[src/rtl/agu_pkg.sv]
package agu_pkg;
  localparam int ADDR_W = 16;
  localparam int BYTE_W = 8;
  localparam int CYC_W  = 3;

  typedef enum logic [1:0] {
    MD_ABS_IDX = 2'd0,
    MD_ZP_IDX  = 2'd1,
    MD_BRANCH  = 2'd2,
    MD_JUMP    = 2'd3
  } agu_mode_e;

  typedef enum logic [1:0] {
    VS_LO  = 2'd0,
    VS_HI  = 2'd1,
    VS_RUN = 2'd2
  } vec_state_e;
endpackage

[src/rtl/agu_low_add.sv]
module agu_low_add #(
  parameter int W = 8
) (
  input  logic [W-1:0] a,
  input  logic [W-1:0] b,
  output logic [W-1:0] sum,
  output logic         carry
);
  always_comb begin
    {carry, sum} = {1'b0, a} + {1'b0, b};
  end
endmodule

[src/rtl/agu_high_fix.sv]
module agu_high_fix #(
  parameter int W = 8
) (
  input  logic [W-1:0] hi_in,
  input  logic         up,
  output logic [W-1:0] hi_out
);
  localparam logic [W-1:0] ONE = {{(W-1){1'b0}}, 1'b1};
  always_comb begin
    if (up) hi_out = hi_in + ONE;
    else    hi_out = hi_in - ONE;
  end
endmodule

[src/rtl/agu_vec_seq.sv]
module agu_vec_seq
  import agu_pkg::*;
#(
  parameter int          AW       = 16,
  parameter int          BW       = 8,
  parameter logic [15:0] VEC_BASE = 16'hFFFC
) (
  input  logic          clk,
  input  logic          rst_n,
  input  logic [BW-1:0] vec_data,
  input  logic          pc_step,
  output logic          vec_rd,
  output logic [AW-1:0] vec_addr,
  output logic [AW-1:0] pc,
  output logic          pc_valid
);
  localparam logic [AW-1:0] ADDR_LO = AW'(VEC_BASE);
  localparam logic [AW-1:0] ADDR_HI = AW'(VEC_BASE) + AW'(1);
  localparam logic [AW-1:0] PC_ONE  = AW'(1);

  vec_state_e    state_q, state_d;
  logic [AW-1:0] pc_q, pc_d;
  logic          pc_en;

  always_comb begin
    state_d  = state_q;
    pc_d     = pc_q;
    pc_en    = 1'b0;
    vec_rd   = 1'b0;
    vec_addr = ADDR_LO;
    unique case (state_q)
      VS_LO: begin
        vec_rd         = 1'b1;
        vec_addr       = ADDR_LO;
        pc_en          = 1'b1;
        pc_d[BW-1:0]   = vec_data;
        state_d        = VS_HI;
      end
      VS_HI: begin
        vec_rd         = 1'b1;
        vec_addr       = ADDR_HI;
        pc_en          = 1'b1;
        pc_d[AW-1:BW]  = vec_data;
        state_d        = VS_RUN;
      end
      default: begin
        pc_en = pc_step;
        pc_d  = pc_q + PC_ONE;
      end
    endcase
  end

  always_ff @(posedge clk or negedge rst_n) begin
    if (!rst_n) begin
      state_q <= VS_LO;
      pc_q    <= '0;
    end else begin
      state_q <= state_d;
      if (pc_en) pc_q <= pc_d;
    end
  end

  assign pc       = pc_q;
  assign pc_valid = (state_q == VS_RUN);

  AST_VEC_ORDER: assert property (@(posedge clk) disable iff (!rst_n)
    (vec_rd && vec_addr == ADDR_HI) |-> ($past(vec_rd) && $past(vec_addr) == ADDR_LO));
  AST_PC_STEP: assert property (@(posedge clk) disable iff (!rst_n)
    ($past(pc_valid) && $past(pc_step)) |-> (pc == $past(pc) + PC_ONE));
  AST_PC_HOLD: assert property (@(posedge clk) disable iff (!rst_n)
    ($past(pc_valid) && !$past(pc_step)) |-> $stable(pc));
endmodule

[src/rtl/idx_addr_gen.sv]
module idx_addr_gen
  import agu_pkg::*;
#(
  parameter int          AW       = ADDR_W,
  parameter int          BW       = BYTE_W,
  parameter int          CW       = CYC_W,
  parameter logic [15:0] VEC_BASE = 16'hFFFC
) (
  input  logic          clk,
  input  logic          rst_n,
  input  logic          start,
  input  logic [1:0]    mode,
  input  logic [AW-1:0] base,
  input  logic [BW-1:0] index,
  input  logic          br_taken,
  input  logic [BW-1:0] vec_data,
  input  logic          pc_step,
  output logic [AW-1:0] ea,
  output logic          page_cross,
  output logic          done,
  output logic          busy,
  output logic [CW-1:0] cycles,
  output logic          vec_rd,
  output logic [AW-1:0] vec_addr,
  output logic [AW-1:0] pc,
  output logic          pc_valid
);
  localparam int HW = AW - BW;
  localparam logic [CW-1:0] CYC_NT   = CW'(2);
  localparam logic [CW-1:0] CYC_JMP  = CW'(3);
  localparam logic [CW-1:0] CYC_BR   = CW'(3);
  localparam logic [CW-1:0] CYC_IDX  = CW'(4);

  agu_mode_e     mode_in, mode_q, mode_d;
  logic [AW-1:0] ea_q, ea_d, ea_n;
  logic          cross_q, cross_d, cross_n;
  logic          done_q, done_d;
  logic          busy_q, busy_d;
  logic          up_q, up_d, up_n;
  logic [CW-1:0] cyc_q, cyc_d, cyc_n;
  logic [BW-1:0] lo_sum;
  logic          lo_carry;
  logic [HW-1:0] hi_fixed;
  logic          accept;

  assign mode_in = agu_mode_e'(mode);

  agu_low_add #(.W(BW)) u_low_add (
    .a     (base[BW-1:0]),
    .b     (index),
    .sum   (lo_sum),
    .carry (lo_carry)
  );

  agu_high_fix #(.W(HW)) u_high_fix (
    .hi_in  (ea_q[AW-1:BW]),
    .up     (up_q),
    .hi_out (hi_fixed)
  );

  agu_vec_seq #(.AW(AW), .BW(BW), .VEC_BASE(VEC_BASE)) u_vec_seq (
    .clk      (clk),
    .rst_n    (rst_n),
    .vec_data (vec_data),
    .pc_step  (pc_step),
    .vec_rd   (vec_rd),
    .vec_addr (vec_addr),
    .pc       (pc),
    .pc_valid (pc_valid)
  );

  assign accept = start && !busy_q && pc_valid;

  // Address and timing of a fresh request, before any high-byte repair.
  always_comb begin
    ea_n    = base;
    cross_n = 1'b0;
    up_n    = 1'b1;
    cyc_n   = CYC_JMP;
    unique case (mode_in)
      MD_ABS_IDX: begin
        ea_n    = {base[AW-1:BW], lo_sum};
        cross_n = lo_carry;
        cyc_n   = CYC_IDX + CW'(lo_carry);
      end
      MD_ZP_IDX: begin
        ea_n  = {{HW{1'b0}}, lo_sum};
        cyc_n = CYC_IDX;
      end
      MD_BRANCH: begin
        if (br_taken) begin
          ea_n    = {base[AW-1:BW], lo_sum};
          up_n    = !index[BW-1];
          cross_n = index[BW-1] ? !lo_carry : lo_carry;
          cyc_n   = CYC_BR + CW'(cross_n);
        end else begin
          cyc_n = CYC_NT;
        end
      end
      default: begin
        ea_n  = base;
        cyc_n = CYC_JMP;
      end
    endcase
  end

  always_comb begin
    ea_d    = ea_q;
    cross_d = cross_q;
    up_d    = up_q;
    cyc_d   = cyc_q;
    mode_d  = mode_q;
    busy_d  = 1'b0;
    done_d  = 1'b0;
    if (busy_q) begin
      ea_d   = {hi_fixed, ea_q[BW-1:0]};
      done_d = 1'b1;
    end else if (accept) begin
      ea_d    = ea_n;
      cross_d = cross_n;
      up_d    = up_n;
      cyc_d   = cyc_n;
      mode_d  = mode_in;
      busy_d  = cross_n;
      done_d  = !cross_n;
    end
  end

  always_ff @(posedge clk or negedge rst_n) begin
    if (!rst_n) begin
      ea_q    <= '0;
      cross_q <= 1'b0;
      up_q    <= 1'b1;
      cyc_q   <= '0;
      mode_q  <= MD_ABS_IDX;
      busy_q  <= 1'b0;
      done_q  <= 1'b0;
    end else begin
      ea_q    <= ea_d;
      cross_q <= cross_d;
      up_q    <= up_d;
      cyc_q   <= cyc_d;
      mode_q  <= mode_d;
      busy_q  <= busy_d;
      done_q  <= done_d;
    end
  end

  assign ea         = ea_q;
  assign page_cross = cross_q;
  assign done       = done_q;
  assign busy       = busy_q;
  assign cycles     = cyc_q;

  AST_FIX_ONE_CYCLE: assert property (@(posedge clk) disable iff (!rst_n)
    busy |=> (done && !busy));
  AST_BUSY_MEANS_CROSS: assert property (@(posedge clk) disable iff (!rst_n)
    busy |-> page_cross);
  AST_ZP_PAGE_ZERO: assert property (@(posedge clk) disable iff (!rst_n)
    (done && mode_q == MD_ZP_IDX) |-> (ea[AW-1:BW] == '0 && !page_cross));
  AST_JMP_NO_PENALTY: assert property (@(posedge clk) disable iff (!rst_n)
    (done && mode_q == MD_JUMP) |-> (!page_cross && cycles == CYC_JMP));
  AST_CYC_RANGE: assert property (@(posedge clk) disable iff (!rst_n)
    done |-> (cycles >= CYC_NT && cycles <= CW'(5)));
  AST_BUSY_IGNORES_START: assert property (@(posedge clk) disable iff (!rst_n)
    busy |=> ($stable(cycles) && $stable(page_cross)));
endmodule

[config.mk]
export PLATFORM = sky130hd
export DESIGN_NAME = idx_addr_gen
export DESIGN_NICKNAME = d
export VERILOG_FILES = /design/src/rtl/agu_pkg.sv /design/src/rtl/agu_low_add.sv /design/src/rtl/agu_high_fix.sv /design/src/rtl/agu_vec_seq.sv /design/src/rtl/idx_addr_gen.sv
export SDC_FILE = /design/constraint.sdc
export NUM_CORES = 1
export LEC_CHECK = 0
export ABC_AREA = 1
export BUFFER_PORTS_ARGS = -buffer_cell sky130_fd_sc_hd__clkbuf_2
export CAP_MARGIN = 0
export CORE_UTILIZATION = 35
export CTS_CLUSTER_DIAMETER = 40
export DETAILED_ROUTE_END_ITERATION = 6
export PLACE_DENSITY_LB_ADDON = 0.12
export SKIP_LAST_GASP = 1
export SLEW_MARGIN = 20
export SYNTH_ARGS = -nofsm -noshare
export SYNTH_HDL_FRONTEND = slang
export SYNTH_SLANG_ARGS = --single-unit
[constraint.sdc]
create_clock -name clk -period 1.8 [get_ports clk]
set_input_delay 0.09 -clock clk [delete_from_list [all_inputs] [get_ports clk]]
set_output_delay 0.09 -clock clk [all_outputs]
set_load 0.01 [all_outputs]
# After elaboration in Yosys (flattened, before gate mapping)

Index checks and enable logic that the tools add are counted.

Register bits: 41
Word-level logic and storage cells: 59
Latch bits: 0
Output and inout bits: 56
Memories: 0
RAM bits: 0
ROM bits: 0
Input port bits: 39

Reduce and logical (&&, ||, !) cells: 14
Shift operators: 0
Equality and inequality tests: 4
Bitwise gates (word level): 3
Order comparisons: 0
Add/subtract/negate cells: 6
Mux-type cells: 22
Multiply operators: 0
Divide/modulo/power cells: 0

Operators by type and width:

| cell                    | number |
|---|---|
| $pmux W16 S3            | 1 |
| $mux W16                | 2 |
| $pmux W8 S2             | 2 |
| $add A16 B1 Y16 const B | 1 |
| $mux W8                 | 2 |
| $mux W1                 | 11 |
| $add A8 B8 Y9           | 1 |
| $pmux W3 S3             | 1 |
| $add A8 B1 Y8 const B   | 1 |
| $sub A8 B1 Y8 const B   | 1 |
| $reduce_and A2 Y1       | 3 |
| $eq A2 B1 Y1 const B    | 2 |
| $eq A2 B2 Y1 const B    | 2 |
| $logic_not A1 Y1        | 4 |
| $logic_not A2 Y1        | 2 |
| $pmux W2 S2             | 1 |
| $reduce_bool A2 Y1      | 2 |
| $add A2 B1 Y3 const A   | 1 |
| $add A3 B1 Y3 const A   | 1 |
| $mux W3                 | 1 |
| $not A1 Y1              | 3 |
| $logic_and A1 B1 Y1     | 2 |
| $pmux W1 S2             | 1 |
| $reduce_or A2 Y1        | 1 |

# Longest topological paths before layout

Gate-level depths: netlist of the first run.

Depth after elaboration: 8
Mapped depth: 13
Depth with buffers taken out: 13

# By module

A second synthesis of the first run with hierarchy kept.

Cells, all modules: 460
Area, all modules: 3206.8 µm²

Modules (own cells, without submodules):

| module       | sequential area each (µm²) | cells an instance | area an instance (µm²) | instances |
|---|---|---|---|---|
| agu_vec_seq  | 450.4                      | 188               | 1348.8                 | 1 |
| idx_addr_gen | 576.8                      | 158               | 1154.9                 | 1 |
| agu_low_add  | 0.0                        | 59                | 375.4                  | 1 |
| agu_high_fix | 0.0                        | 55                | 327.8                  | 1 |

# Least setup slack after synthesis of the first run

No wires, ideal clock.

Path kind: register to register
Start point: register up_q
End point: register ea_q[14], in the netlist ea[14]
Stages on the path, launching flop included: 8
Buffers on the path: 0
Data arrival time: 1.612 ns
Library setup time: 0.125 ns
Path slack: 0.064 ns
Clock period less this slack: 1.736 ns
Data required time: 1.675 ns
Path through: dfstp_2 inv_1 fa_1 nand4_1 nand3_1 or2_2 nand3_1 nand3_1

Word-level cells in the longest chain between the ends: 2

Ends and longest elaborated chain:

| element                  | line                | source |
|---|---|---|
| start: declaration       | idx_addr_gen.sv:39  | `logic up_q, up_d, up_n;` |
| start signal: assignment | idx_addr_gen.sv:141 | `up_q <= up_d;` |
| $mux W8                  | agu_high_fix.sv:10  | `if (up) hi_out = hi_in + ONE;` |
| $mux W16                 | idx_addr_gen.sv:115 | `if (busy_q) begin` |
| end signal: assignment   | idx_addr_gen.sv:131 | `ea_q <= '0;` |
| end signal: assignment   | idx_addr_gen.sv:139 | `ea_q <= ea_d;` |
| end: declaration         | idx_addr_gen.sv:35  | `logic [AW-1:0] ea_q, ea_d, ea_n;` |

No other way between the ends.
A chain may end at the register's enable or synchronous reset.

# Worst setup path after layout of the first run

Same ends and word-level chain as after synthesis.

==> impl_metrics.ini, run 1 <==
[drt]
num_vias = 2841
routed_wl_um = 7330
drt_pass1_iterations = 4
detail_route.wl_per_cell_um = 12.2
post-route-drc-count = 0
antenna_left = 0
drt-vias-per-instance = 4.74
drt-initial-drc-count = 108

[sta]
tightestPinTransition_ps = 548
fin_ws_ps = -71.3
setup_viol = 3
fin_crit_sh_pct = 104
fmax_ghz = 0.534
hold_violations = 0
rsz0062_at_grt = true
drv_slew = 0
timing.hold.ws_ps = 7.23
max-slew-margin-rel_pct = 63.4
layout_min_cycle_time_ps = 1870
skew_ps = 4.26

[clock_network]
clock_path_buffers = 2
cts_tree = done
root_buffer = clkbuf_8
clk_latency_ps = 300
numClockSinks = 41
cts_buffers = 5
clk_pin_slew_worst_paths_ps = 80
htreeDepth = 2

[run_status]
violations = negative setup slack
status = finished with violations

[finish]
diodes = 0
final_core_util_pct = 47.0
fin_area_um2 = 3710
fin_nets = 553
synthToLayoutAreaGrowth_pct = 27.7
drive_above_1_share_pct = 26.5

[floorplan]
rows = 32
dieArea_um2 = 8670
coreArea_um2 = 7890
die_h_um = 93.1
die_w_um = 93.1
start_util_pct = 36.8
ios = 95

[global_route]
antenna_found_initial = 0
grt_pass1_vias = 2559
gr-total-overflow = 0
grt_pass1_wl_um = 11900
grtUsageTotal_pct = 17.3
grt_max_degree = 42

[synthesis]
synth_seq_cells = 41
synth_cells = 404
synth_cell_type_count = 35
syn_area_per_cell_um2 = 7.19
syn_area_um2 = 2900
ys_seq_area_share_pct = 35.4
yosysWarnings = 0

[power_and_ir_drop]
swShare_pct = 34.5
vdd_ir_drop_max_mv = 0.350
internal_power_mw = 2.07
net-switching-power_mw = 1.09
finalPower_mw = 3.16
powerDensity_nw_per_um2 = 852
p_clk_share_pct = 28.4
power_frac_comb_pct = 31.8
p_seq_share_pct = 39.8
p_leak_nw = 1.98

[min_path]
hp-class = input pin to flop

[critical_path]
path_class = flop to flop
cp_data_required_time_ps = 1990
cp.arrival_ps = 2060
start_kind = flop
critPathMaxFanout = 4
cp-end-kind = flop

[placed_design]
place_area_um2 = 3410
hpwl_um = 5610
port_buffers = 79
gp_congestion = 0.826

[run]
cap_violations = 0
[worst max-delay path, cell delays in order, from the launching register on]
cell and delay, ps:
dfstp_2 570, clkinvlp_4 120, buf_12 140, fa_2 360, nand4_1 130, nand3_2 100
or2_4 230, nand3_2 60, nand3_2 50
[repair_timing]
| item | CTS | global route |
|---|---|---|
| endpoints found under the setup margin | 4 | 5 |
| cloned | 0 | 0 |
| hold buffers | 1 | 0 |
| endpoints found under the hold margin | 40 | 0 |
| resized for setup | 12 | 12 |
| pin swaps | 6 | 11 |
| buffers inserted | 2 | 1 |
[per-stage QoR]
step	TNS, ps	worst slack, ps	instances
global route	-511	-152	600
global placement	0	3.15	588
floorplan	0	63.6	417
CTS	-106	-49.9	599
detailed placement	-128	-55.0	588
finish	-109	-71.3	600
[final timing paths]
check	slack, ps	cells after the start	startpoint	to
max reg2reg	-70	8	up_q	ea[14]
max	-70	8	up_q	ea[14]
min reg2reg	490	2	ea[2]	ea[2]
min	7	3	base[10]	ea[10]
min in group asynchronous	390	3	rst_n	ea[10]
max in group asynchronous	1020	3	rst_n	up_q
[cells in the final DEF (no fill, tap or decap), types with 2 or more instances in the layout]
| cell | n |
|---|---|
| nand2_1 | 119 |
| clkbuf_2 | 79 |
| inv_1 | 43 |
| dfrtp_1 | 40 |
| nor2_1 | 33 |
| nand3_1 | 26 |
| a21oi_1 | 15 |
| conb_1 | 15 |
| o21ai_0 | 12 |
| ha_1 | 11 |
| buf_4 | 11 |
| xor2_1 | 9 |
| inv_2 | 7 |
| o211ai_1 | 7 |
| nand3_2 | 6 |
| nor3_1 | 5 |
| nand4_1 | 5 |
| o221ai_1 | 5 |
| clkbuf_8 | 5 |
| xnor2_1 | 4 |
| o22ai_1 | 4 |
| ha_4 | 4 |
| o21ai_1 | 3 |
| nand2_2 | 3 |
| a31oi_1 | 3 |
| nor2_2 | 2 |
| a31oi_2 | 2 |
| bufinv_16 | 2 |
[cell families (layout without fill, tap and decap cells)]
logic type      Yosys count  count (layout)  share of synthesized area [%]
simple gates            203             203                           29.1
buf+inv                  71             152                           11.4
compound gates           57              57                           12.1
flops                    41              41                           35.4
fa+ha+maj                17              17                           7.84
xor+xnor                 13              13                           3.92
other cells               2              15                          0.259
[area by class of cell]
cell class,count,area (um2)
fillers,821,4180
multi-input cells,305,1710
flip-flops and latches,41,1030
repair buffers,93,519
inverters,51,195
well taps,102,128
clock buffers,5,68.8
clock inverters,3,65.1
[cell usage after synthesis]
master,instances,share of area [%]
nand2_1,122,16
inv_1,46,5.9
dfrtp_1,40,34
nor2_1,33,4.3
nand3_1,31,5.3
buf_4,17,4.4
a21oi_1,15,2.6
ha_1,15,6.5
o21ai_0,14,2.4
xor2_1,9,2.7
o211ai_1,7,1.8
a31oi_1,5,1.1
inv_2,5,0.65
nand4_1,5,1.1
nor3_1,5,0.86
o221ai_1,5,1.5
o22ai_1,4,0.86
xnor2_1,4,1.2
clkbuf_1,2,0.26
conb_1,2,0.26
fa_1,2,1.4
nor2_2,2,0.43
or2_2,2,0.43
a22o_1,1,0.30
a22oi_1,1,0.26
a31o_2,1,0.30
and2_1,1,0.22
buf_2,1,0.17
dfstp_2,1,0.90
nand3_2,1,0.34
nor2_4,1,0.39
o21a_1,1,0.26
o21ai_1,1,0.17
o21bai_1,1,0.26
o31ai_1,1,0.26
[flip-flops by register name, indices dropped and copies added, names as in the netlist]
register / flops
ea: 16
cycles: 3
up_q: 1
busy: 1
u_vec_seq.pc: 16
u_vec_seq.state_q: 2
done: 1
page_cross: 1
[power by group through the flow]
stage	Sequential, mW	Combinational (mW)	Clock, mW
2_1_floorplan	1.31	0.530	0
3_5_place_dp	1.27	0.943	0
6_report	1.26	1.00	0.897
4_1_cts	1.26	0.982	0.911
3_3_place_gp	1.27	0.933	0
5_1_grt	1.29	1.13	0.952
[per-layer routing]
| layer | global-route usage, % | share of wire (%) | routed length, um |
|---|---|---|---|
| met1 | 24.5 | 49 | 3580 |
| met2 | 27.5 | 46 | 3350 |
| met3 | 2.76 | 4.6 | 340 |
| met4 | 4.23 | 0.78 | 57 |
| met5 | 0 | 0 | 0 |
No activity file was read; power rests on OpenSTA's default activity.
==> run 2, diff against run 1 <==
BUFFER_PORTS_ARGS = -buffer_cell sky130_fd_sc_hd__buf_2   (was -buffer_cell sky130_fd_sc_hd__clkbuf_2)
RECOVER_POWER = 100   (was unset)
==> run 2 against run 1 <==
Net effect: the flow still finishes with violations (negative setup slack); register-to-register slack is essentially flat; global-route usage grew 0.46 points; largest cell class unchanged; critical endpoint is now ea[15]; non-clock buffer count grew 4; design area shrank 3.2%; final cell count grew 0.67%; sequential share of layout area grew 0.91 points; critical path depth grew 4; maximum frequency grew 0.79%; clock power shrank 33%; first-iteration DRC count shrank 17%.
==> impl_metrics.ini, run 2 (synthesized netlist as in run 1, its figures left out) <==
[critical_path]
cp_common_cell = nand2_1
cp.arrival_ps = 2040
slowest_stage = dfstp_2
cp_data_required_time_ps = 1990
cp-end-kind = flop
critPathMaxFanout = 6
path_class = flop to flop
path_cells = clkinvlp_4 -> buf_12 -> ha_4 -> nand2_2 -> inv_2 -> nand4_1 -> nand3_2 -> nand3_2 -> nand2_1 -> nand2_1 -> nand3_1 -> nand2_1
start_kind = flop
cp_slowest_stage_delay_ps = 560

[drt]
post-route-drc-count = 0
routed_wl_um = 7600
drt-vias-per-instance = 4.77
antenna_left = 0
detail_route.wl_per_cell_um = 12.6
drt-initial-drc-count = 90
drt_pass1_iterations = 4
num_vias = 2882

[floorplan]
rows = 32
start_util_pct = 36.8
die_h_um = 93.1
coreArea_um2 = 7890
ios = 95
dieArea_um2 = 8670
die_w_um = 93.1

[global_route]
grt_max_degree = 42
gr-total-overflow = 0
grt_pass1_vias = 2573
grtUsageTotal_pct = 17.8
grt_pass1_wl_um = 12300
antenna_found_initial = 0

[clock_network]
htreeDepth = 2
numClockSinks = 41
cts_tree = done
root_buffer = clkbuf_8
clk_pin_slew_worst_paths_ps = 90
cts_buffers = 5
clock_path_buffers = 2
clk_latency_ps = 300

[finish]
diodes = 0
final_common_cell = nand2_1
drive_above_1_share_pct = 16.7
synthToLayoutAreaGrowth_pct = 23.7
fin_nets = 557
fin_area_um2 = 3590
final_cell_mix = 121 x nand2_1, 47 x inv_1, 43 x buf_2

[run_status]
violations = negative setup slack
status = finished with violations

[power_and_ir_drop]
swShare_pct = 38.0
internal_power_mw = 1.76
vdd_ir_drop_max_mv = 0.298
powerDensity_nw_per_um2 = 788
p_clk_share_pct = 21.3
p_leak_nw = 1.84
net-switching-power_mw = 1.07
p_seq_share_pct = 44.5
power_frac_comb_pct = 34.2
finalPower_mw = 2.83

[sta]
fin_ws_ps = -56.6
tightestPinTransition_ps = 1070
setup_viol = 3
rsz0062_at_grt = true
setup_tns_ps = -90.2
fmax_ghz = 0.539
hold_violations = 0
skew_ps = 10.4
layout_min_cycle_time_ps = 1860
max-slew-margin-rel_pct = 28.5
fin_crit_sh_pct = 103
drv_slew = 0

[run]
cap_violations = 0

[min_path]
hp-class = input pin to flop

[placed_design]
hpwl_um = 5760
gp_congestion = 0.835
place_area_um2 = 3420
port_buffers = 79
place_ws_ps = -43.5
-- run 2: cell count changes in the layout (fill, tap and decap cells not counted), moves of 3 or more --
cell | before | now
inv_2 | 7 | 3
buf_2 | 0 | 43
nor2_1 | 33 | 36
clkbuf_2 | 79 | 2
inv_1 | 43 | 47
clkbuf_1 | 0 | 37
-- run 2: metal layers --
metal	wire, um	vias to the layer above	global-route usage (%)
met5	0	-	0
met4	80	0	4.23
met3	393	6	3.17
met2	3520	84	30.1
met1	3600	1310	23.4
li1	-	1482	-
-- run 2: repair_timing --
item | CTS | global route
pin swaps | 5 | 6
gates resized for setup | 13 | 2
endpoints found under the setup margin | 3 | 5
hold endpoints to repair | 42 | 0
hold buffers | 3 | 0
buffers inserted | 3 | 2
-- run 2: worst max-delay path: cells and delay by family, from the launching register on --
kind	cells	cell delay, ps
simple gates	8	600
flops	1	560
buf+inv	3	310
fa+ha+maj	1	290
-- run 2: final timing paths --
check                           startpoint    endpoint  slack, ps  depth (start not counted)
worst max register to register        up_q      ea[15]        -60                         12
worst min register to register  page_cross  page_cross        490                          2
worst max-delay path                  up_q      ea[15]        -60                         12
max in group asynchronous            rst_n        busy        540                          3
worst min-delay path              base[13]      ea[13]          5                          3
min in group asynchronous            rst_n      ea[13]        600                          3
-- run 2: through the flow --
step / hold slack (ps) / utilization [%] / instances
CTS: 0.189 / 46.3 / 602
floorplan: -206 / - / 417
global placement: 84.9 / 43.4 / 588
global route: 8.60 / 45.5 / 604
detailed placement: 88.7 / 43.4 / 588
finish: 4.74 / 45.5 / 604
-- run 2: area by class of cell --
cell class | instances | area (um2)
repair buffers | 97 | 500
well taps | 102 | 128
inverters | 51 | 195
multi-input cells | 305 | 1660
clock buffers | 6 | 72.6
fillers | 850 | 4300
clock inverters | 2 | 10.0
flip-flops and latches | 41 | 1030
-- run 2: power by group through the flow --
| stage | clock network [mW] | registers, mW | logic, mW |
|---|---|---|---|
| after global placement | 0 | 1.26 | 0.940 |
| after CTS | 0.620 | 1.25 | 1.01 |
| after detailed placement | 0 | 1.26 | 0.957 |
| after floorplan | 0 | 1.31 | 0.530 |
| after global routing | 0.648 | 1.28 | 1.10 |
| final | 0.603 | 1.26 | 0.969 |
